File: config.mk
export PLATFORM = sky130hd
export DESIGN_NAME = frame_rx_buffer
export DESIGN_NICKNAME = d
export VERILOG_FILES = /design/src/rtl/frb_pkg.sv /design/src/rtl/frb_order.sv /design/src/rtl/frb_ram.sv /design/src/rtl/frb_writer.sv /design/src/rtl/frb_reader.sv /design/src/rtl/frame_rx_buffer.sv
export SDC_FILE = /design/constraint.sdc
export NUM_CORES = 2
export LEC_CHECK = 0
export ABC_AREA = 0
export BUFFER_PORTS_ARGS = -buffer_cell sky130_fd_sc_hd__buf_4
export CAP_MARGIN = 20
export CORE_UTILIZATION = 57
export DETAILED_ROUTE_END_ITERATION = 8
export GPL_TIMING_DRIVEN = 0
export PLACE_DENSITY = 0.76
export SETUP_SLACK_MARGIN = 0.05
export SLEW_MARGIN = 25
export SYNTH_ARGS = -nofsm -noshare
export SYNTH_HDL_FRONTEND = slang
export SYNTH_MEMORY_MAX_BITS = 65536
export SYNTH_SLANG_ARGS = --single-unit
File: constraint.sdc
create_clock -name clk -period 5.2 [get_ports clk]
set_input_delay 1.04 -clock clk [delete_from_list [all_inputs] [get_ports clk]]
set_output_delay 1.04 -clock clk [all_outputs]
set_load 0.03 [all_outputs]
File: src/rtl/frb_pkg.sv
package frb_pkg;
  localparam int unsigned BYTE_BITS = 8;

  function automatic int unsigned count_ones(input logic [255:0] v);
    int unsigned n;
    n = 0;
    for (int i = 0; i < 256; i++) n += {31'd0, v[i]};
    return n;
  endfunction
endpackage

File: src/rtl/frb_order.sv
module frb_order #(
  parameter int DATA_W = 64,
  localparam int KEEP_W = DATA_W / 8
) (
  input  logic [0:DATA_W-1] asc_data,
  input  logic [0:KEEP_W-1] asc_keep,
  output logic [DATA_W-1:0] desc_data,
  output logic [KEEP_W-1:0] desc_keep
);
  for (genvar j = 0; j < DATA_W; j++) begin : g_bit
    assign desc_data[DATA_W-1-j] = asc_data[j];
  end
  for (genvar i = 0; i < KEEP_W; i++) begin : g_byte
    assign desc_keep[KEEP_W-1-i] = asc_keep[i];
  end
endmodule

File: src/rtl/frb_ram.sv
module frb_ram #(
  parameter int WIDTH = 73,
  parameter int DEPTH = 64,
  localparam int AW = $clog2(DEPTH)
) (
  input  logic             clk,
  input  logic             we,
  input  logic [AW-1:0]    waddr,
  input  logic [WIDTH-1:0] wdata,
  input  logic [AW-1:0]    raddr,
  output logic [WIDTH-1:0] rdata
);
  logic [WIDTH-1:0] store [DEPTH];

  always_ff @(posedge clk) begin
    if (we) store[waddr] <= wdata;
    rdata <= store[raddr];
  end
endmodule

File: src/rtl/frb_writer.sv
module frb_writer
  import frb_pkg::*;
#(
  parameter int DATA_W = 64,
  parameter int DEPTH  = 64,
  parameter int LEN_W  = 16,
  localparam int KEEP_W = DATA_W / 8,
  localparam int AW     = $clog2(DEPTH),
  localparam int PW     = AW + 1,
  localparam int BSH    = $clog2(KEEP_W),
  localparam int WORD_W = DATA_W + KEEP_W + 1
) (
  input  logic              clk,
  input  logic              rst,
  input  logic              rx_valid,
  input  logic              rx_last,
  input  logic [DATA_W-1:0] beat_data,
  input  logic [KEEP_W-1:0] beat_keep,
  input  logic [PW-1:0]     rd_ptr,
  output logic [PW-1:0]     commit_ptr,
  output logic              we,
  output logic [AW-1:0]     waddr,
  output logic [WORD_W-1:0] wdata,
  output logic              len_valid,
  output logic [LEN_W-1:0]  len_bytes,
  output logic              drop_pulse
);
  logic [PW-1:0]    wr_ptr;
  logic [PW-1:0]    occupancy;
  logic             full;
  logic             discarding;
  logic             reject;
  logic [LEN_W-1:0] beat_cnt;
  logic [LEN_W-1:0] tail_bytes;

  always_comb begin
    occupancy  = wr_ptr - rd_ptr;
    full       = (occupancy == PW'(DEPTH));
    reject     = discarding || full;
    we         = rx_valid && !reject;
    waddr      = wr_ptr[AW-1:0];
    wdata      = {rx_last, (rx_last ? beat_keep : {KEEP_W{1'b1}}), beat_data};
    tail_bytes = LEN_W'(count_ones(256'(beat_keep)));
  end

  always_ff @(posedge clk) begin
    if (rst) begin
      wr_ptr     <= '0;
      commit_ptr <= '0;
      discarding <= 1'b0;
      beat_cnt   <= '0;
      len_valid  <= 1'b0;
      len_bytes  <= '0;
      drop_pulse <= 1'b0;
    end else begin
      len_valid  <= 1'b0;
      drop_pulse <= 1'b0;
      if (rx_valid) begin
        if (reject) begin
          wr_ptr   <= commit_ptr;
          beat_cnt <= '0;
          if (rx_last) begin
            discarding <= 1'b0;
            drop_pulse <= 1'b1;
          end else begin
            discarding <= 1'b1;
          end
        end else begin
          wr_ptr <= wr_ptr + PW'(1);
          if (rx_last) begin
            commit_ptr <= wr_ptr + PW'(1);
            len_valid  <= 1'b1;
            len_bytes  <= (beat_cnt << BSH) + tail_bytes;
            beat_cnt   <= '0;
          end else begin
            beat_cnt <= beat_cnt + LEN_W'(1);
          end
        end
      end
    end
  end

  p_occ_bound_r1: assert property (@(posedge clk) disable iff (rst)
    (wr_ptr - rd_ptr) <= PW'(DEPTH));

  p_len_range_r6: assert property (@(posedge clk) disable iff (rst)
    len_valid |-> (len_bytes != '0) && (len_bytes <= LEN_W'(DEPTH * KEEP_W)));

  p_drop_rewind_r7: assert property (@(posedge clk) disable iff (rst)
    drop_pulse |-> (wr_ptr == commit_ptr) && !discarding);
endmodule

File: src/rtl/frb_reader.sv
module frb_reader #(
  parameter int DATA_W = 64,
  parameter int DEPTH  = 64,
  localparam int KEEP_W = DATA_W / 8,
  localparam int AW     = $clog2(DEPTH),
  localparam int PW     = AW + 1,
  localparam int WORD_W = DATA_W + KEEP_W + 1
) (
  input  logic              clk,
  input  logic              rst,
  input  logic [PW-1:0]     commit_ptr,
  input  logic [WORD_W-1:0] rdata,
  output logic [AW-1:0]     raddr,
  output logic [PW-1:0]     rd_ptr,
  output logic              m_tvalid,
  input  logic              m_tready,
  output logic [DATA_W-1:0] m_tdata,
  output logic [KEEP_W-1:0] m_tkeep,
  output logic              m_tlast
);
  logic [PW-1:0] rd_next;

  always_comb begin
    rd_next = rd_ptr + PW'(m_tvalid && m_tready);
    raddr   = rd_next[AW-1:0];
    {m_tlast, m_tkeep, m_tdata} = rdata;
  end

  always_ff @(posedge clk) begin
    if (rst) begin
      rd_ptr   <= '0;
      m_tvalid <= 1'b0;
    end else begin
      rd_ptr   <= rd_next;
      m_tvalid <= (commit_ptr != rd_next);
    end
  end

  p_hold_stable_r8: assert property (@(posedge clk) disable iff (rst)
    (m_tvalid && !m_tready) |=> m_tvalid && $stable(m_tdata) && $stable(m_tkeep) && $stable(m_tlast));

  p_only_committed_r5: assert property (@(posedge clk) disable iff (rst)
    m_tvalid |-> ((commit_ptr - rd_ptr) != '0) && ((commit_ptr - rd_ptr) <= PW'(DEPTH)));
endmodule

File: src/rtl/frame_rx_buffer.sv
module frame_rx_buffer #(
  parameter int DATA_W = 64,
  parameter int DEPTH  = 64,
  parameter int LEN_W  = 16,
  localparam int KEEP_W = DATA_W / 8,
  localparam int AW     = $clog2(DEPTH),
  localparam int PW     = AW + 1,
  localparam int WORD_W = DATA_W + KEEP_W + 1
) (
  input  logic              clk,
  input  logic              rst,
  input  logic              rx_valid,
  input  logic [0:DATA_W-1] rx_data,
  input  logic [0:KEEP_W-1] rx_keep,
  input  logic              rx_last,
  output logic              m_tvalid,
  input  logic              m_tready,
  output logic [DATA_W-1:0] m_tdata,
  output logic [KEEP_W-1:0] m_tkeep,
  output logic              m_tlast,
  output logic              len_valid,
  output logic [LEN_W-1:0]  len_bytes,
  output logic              drop_pulse
);
  logic [DATA_W-1:0] beat_data;
  logic [KEEP_W-1:0] beat_keep;
  logic [PW-1:0]     commit_ptr;
  logic [PW-1:0]     rd_ptr;
  logic              we;
  logic [AW-1:0]     waddr;
  logic [AW-1:0]     raddr;
  logic [WORD_W-1:0] wdata;
  logic [WORD_W-1:0] rdata;

  frb_order #(.DATA_W(DATA_W)) u_order (
    .asc_data (rx_data),
    .asc_keep (rx_keep),
    .desc_data(beat_data),
    .desc_keep(beat_keep)
  );

  frb_writer #(.DATA_W(DATA_W), .DEPTH(DEPTH), .LEN_W(LEN_W)) u_writer (
    .clk       (clk),
    .rst       (rst),
    .rx_valid  (rx_valid),
    .rx_last   (rx_last),
    .beat_data (beat_data),
    .beat_keep (beat_keep),
    .rd_ptr    (rd_ptr),
    .commit_ptr(commit_ptr),
    .we        (we),
    .waddr     (waddr),
    .wdata     (wdata),
    .len_valid (len_valid),
    .len_bytes (len_bytes),
    .drop_pulse(drop_pulse)
  );

  frb_ram #(.WIDTH(WORD_W), .DEPTH(DEPTH)) u_ram (
    .clk  (clk),
    .we   (we),
    .waddr(waddr),
    .wdata(wdata),
    .raddr(raddr),
    .rdata(rdata)
  );

  frb_reader #(.DATA_W(DATA_W), .DEPTH(DEPTH)) u_reader (
    .clk       (clk),
    .rst       (rst),
    .commit_ptr(commit_ptr),
    .rdata     (rdata),
    .raddr     (raddr),
    .rd_ptr    (rd_ptr),
    .m_tvalid  (m_tvalid),
    .m_tready  (m_tready),
    .m_tdata   (m_tdata),
    .m_tkeep   (m_tkeep),
    .m_tlast   (m_tlast)
  );
endmodule

==> flow_metrics.env <==
export IMPL_yosys_warnings=0
export IMPL_die_h_um=567
export IMPL_grtUsageMet1=0.435
export IMPL_ant_nets=0
export IMPL_skew_ps=89.6
export IMPL_globalplace_congestion=0.875
export IMPL_grt_pass1_vias=99461
export IMPL_routedWlPerCell_um=40.2
export IMPL_ir_worst_vdd_mv=0.343
export IMPL_ys_types=57
export IMPL_gr_total_overflow=0
export IMPL_crit_path_top_delay_cell="o22ai_1"
export IMPL_rrSetupSlack_ps=-150
export IMPL_hpwl_um=342000
export IMPL_use_met3=0.117
export IMPL_cp_start_kind="flip-flop"
export IMPL_synth_edf_count=4672
export IMPL_worstSetupPathType="reg -> reg"
export IMPL_reg2regPathDepth=13
export IMPL_nNetsFinal=9290
export IMPL_cpMostUsedCell="ha_1"
export IMPL_cp_cell_sequence="and2_1 > ha_1 > ha_1 > buf_2 > buf_6 > buf_4 > clkdlybuf4s15_2 > mux4_2 > nand2_1 > a21oi_1 > a31oi_1 > o22ai_1 > a221o_1"
export IMPL_drt_pass1_iterations=9
export IMPL_synth_area_um2=182000
export IMPL_place_inst=12900
export IMPL_synth_nets=8351
export IMPL_ys_seq_elements=4799
export IMPL_htree_levels=5
export IMPL_synth_area_per_cell_um2=22.0
export IMPL_wl_um=556000
export IMPL_io_pins=169
export IMPL_critPathRequiredTime_ps=6150
export IMPL_drc=0
export IMPL_dr_first_iter_drc_count=18677
export IMPL_clk_latency_ps=1040
export IMPL_finalSetupViolCount=29
export IMPL_dieWidth_um=567
export IMPL_rows=206
export IMPL_post_layout_nonfiller_instances=13819
export IMPL_maxSlewViolCount=0
export IMPL_critical_path_max_fanout=16
export IMPL_dieArea_um2=321000
export IMPL_syn2layout_area_growth_pct=16.5
export IMPL_yosys_area_top_type="edfxtp_1"
export IMPL_top_usage_layer="met2"
export IMPL_cts_root_buffer="clkbuf_16"
export IMPL_grt_antenna_before_repair=58
export IMPL_r2r_start="u_reader.m_tvalid$_SDFF_PP0_"
export IMPL_cts_buffers=452
export IMPL_port_buffers=167
export IMPL_worst_ep_arrival_time_ps=6300
export IMPL_critPathMaxStageDelay_ps=700
export IMPL_vias_per_cell=7.26
export IMPL_setup_tns_ps=-1750
export IMPL_grt_use_met2=0.519
export IMPL_max_cap_violations=0
export IMPL_end_kind="flip-flop"
export IMPL_yosysMostFrequentCell="edfxtp_1"
export IMPL_cp_num_cells=13
export IMPL_crit_start="u_reader.m_tvalid$_SDFF_PP0_"
export IMPL_num_vias=100344
export IMPL_violations="setup timing"
export IMPL_coreArea_um2=316000
export IMPL_clkSinkCount=4799
export IMPL_track_usage=0.341
export IMPL_cellPowerDensity_nw_per_um2=438
export IMPL_hold_path_class="reg -> reg"
export IMPL_grt_pass1_wl_um=759000
export IMPL_initial_core_util=0.575
export IMPL_clk_pin_slew_ps=60
export IMPL_fmax_ghz=0.187
export IMPL_crit_path_end="u_ram.rdata[43]$_DFF_P_"
export IMPL_hold_slack_ps=501
export IMPL_seq_area_frac_synth=0.786
export IMPL_netlist_top_cells_area="edfxtp_1 77%, mux4_2 14%, nand2_1 1.4%"
export IMPL_synth_common_cells="4672 x edfxtp_1, 1142 x mux4_2, 687 x nand2_1"
export IMPL_synth_top_flop_cell="edfxtp_1"
export IMPL_worst_pin_slew_ps=1210
export IMPL_tritoncts="done"
export IMPL_critPathTopFamily="buffers and inverters"
export IMPL_synth_top_cell_area_share=0.772
export IMPL_fin_crit_ps=5350
export IMPL_fin_crit_sh=1.03
export IMPL_fin_ws_ps=-151
export IMPL_hold_viol=0
export IMPL_grt_max_degree=67
export IMPL_leakagePower_nw=65.5
export IMPL_reg2reg_to="u_ram.rdata[43]$_DFF_P_"
export IMPL_drive_gt1_frac=0.281
export IMPL_fill_cells=18158
export IMPL_relSlewSlack=0.190
export IMPL_path_buf_inv=4
export IMPL_syn_inst=8257
export IMPL_clock_path_buffers=4
export IMPL_synthArstFlopShare=0
export IMPL_status="finished, violations left"
[how the worst min path moves through the flow]
stage	depth (start not counted)	from	end
4_1_cts	2	u_writer.len_bytes[10]$_SDFFE_PP0P_	u_writer.len_bytes[10]$_SDFFE_PP0P_
5_1_grt	2	u_writer.len_bytes[10]$_SDFFE_PP0P_	u_writer.len_bytes[10]$_SDFFE_PP0P_
2_1_floorplan	2	u_writer.commit_ptr[6]$_SDFFE_PP0P_	u_writer.wr_ptr[6]$_SDFFE_PP0P_
3_3_place_gp	2	u_writer.commit_ptr[6]$_SDFFE_PP0P_	u_writer.wr_ptr[6]$_SDFFE_PP0P_
3_5_place_dp	2	u_writer.len_bytes[10]$_SDFFE_PP0P_	u_writer.len_bytes[10]$_SDFFE_PP0P_
6_report	2	u_writer.len_bytes[10]$_SDFFE_PP0P_	u_writer.len_bytes[10]$_SDFFE_PP0P_
[layout make-up]
type	count	area, µm²	share of cell area
diodes	68	170	0.000803
plain buffers	482	2270	0.0107
clock buffers	533	11800	0.0557
clock inverters	316	3190	0.0151
inverters	23	86.3	0.000408
multi-input cells	2953	37400	0.177
flip-flops and latches	4799	143000	0.674
well taps	4160	5200	0.0246
repair buffers	485	8840	0.0417
[through the flow]
step | utilization | power, mW | instance area, µm² | setup WS [ps]
finish | 0.670 | 92.8 | 212000 | -151
global route | 0.670 | 94.4 | 212000 | -3.01
CTS | 0.669 | 92.4 | 211000 | 68.5
detailed placement | 0.621 | 58.9 | 196000 | -1630
global placement | 0.596 | 58.3 | 188000 | -5470
floorplan | - | 53.4 | 182000 | -575
[tightest hold or removal path: cells and delay by family, from the launching register on]
family	cells	cell delay [ps]
AND/OR/NAND/NOR	1	100
flip-flops	1	310
AO/OA/AOI/OAI	1	50
[what timing repair did]
item / 4_1_cts / 5_1_grt
gates resized for setup: 59 / 50
setup endpoints to repair: 91 / 33
pin swaps: 1 / 0
gates cloned: 0 / 0
buffers inserted: 2 / 0
hold buffers: 0 / 0
[state kept, by name, summed over array words and instances (netlist names)]
signal	cells
u_ram.rdata	73
u_ram.store	4672
u_reader.m_tvalid	1
u_reader.rd_ptr	7
u_writer.beat_cnt	13
u_writer.commit_ptr	7
u_writer.discarding	1
u_writer.drop_pulse	1
u_writer.len_bytes	16
u_writer.len_valid	1
u_writer.wr_ptr	7
[cell families after synthesis]
family	synth area share
compound gates	0.0262
mux	0.153
simple gates	0.0199
fa+ha+maj	0.00134
buf+inv	0.0118
flops	0.786
xor+xnor	0.00158
[layer usage]
metal,up-vias,part of all wire
met2,10426,0.46
met4,44,0.063
met1,51012,0.32
met3,2124,0.15
li1,36738,-
met5,-,0.00083
[where the power goes]
group	internal, mW	switching, mW
logic	6.41	9.01
clock network	18.8	15.1
registers	43.1	0.372
[layout by cell type, fill, tap and decap left out, types with 16 or more instances in the layout]
master	instances
a31oi_1	121
buf_1	17
buf_12	140
inv_1	23
clkinv_2	118
dfxtp_1	127
buf_16	170
edfxtp_1	4672
nand2_1	679
a21oi_1	116
clkbuf_16	455
mux2i_1	214
o22ai_1	46
bufinv_16	50
or3_1	18
nor2_4	66
diode_2	68
xnor2_1	24
a32oi_1	213
nor2b_1	16
nor2_1	49
clkbuf_1	264
clkinv_1	90
clkbuf_2	75
a22oi_1	40
mux4_2	1142
a211oi_1	19
clkinvlp_4	21
nand3_1	22
buf_2	163
a221o_1	50
buf_4	181
(Power assumes the default switching activity.)
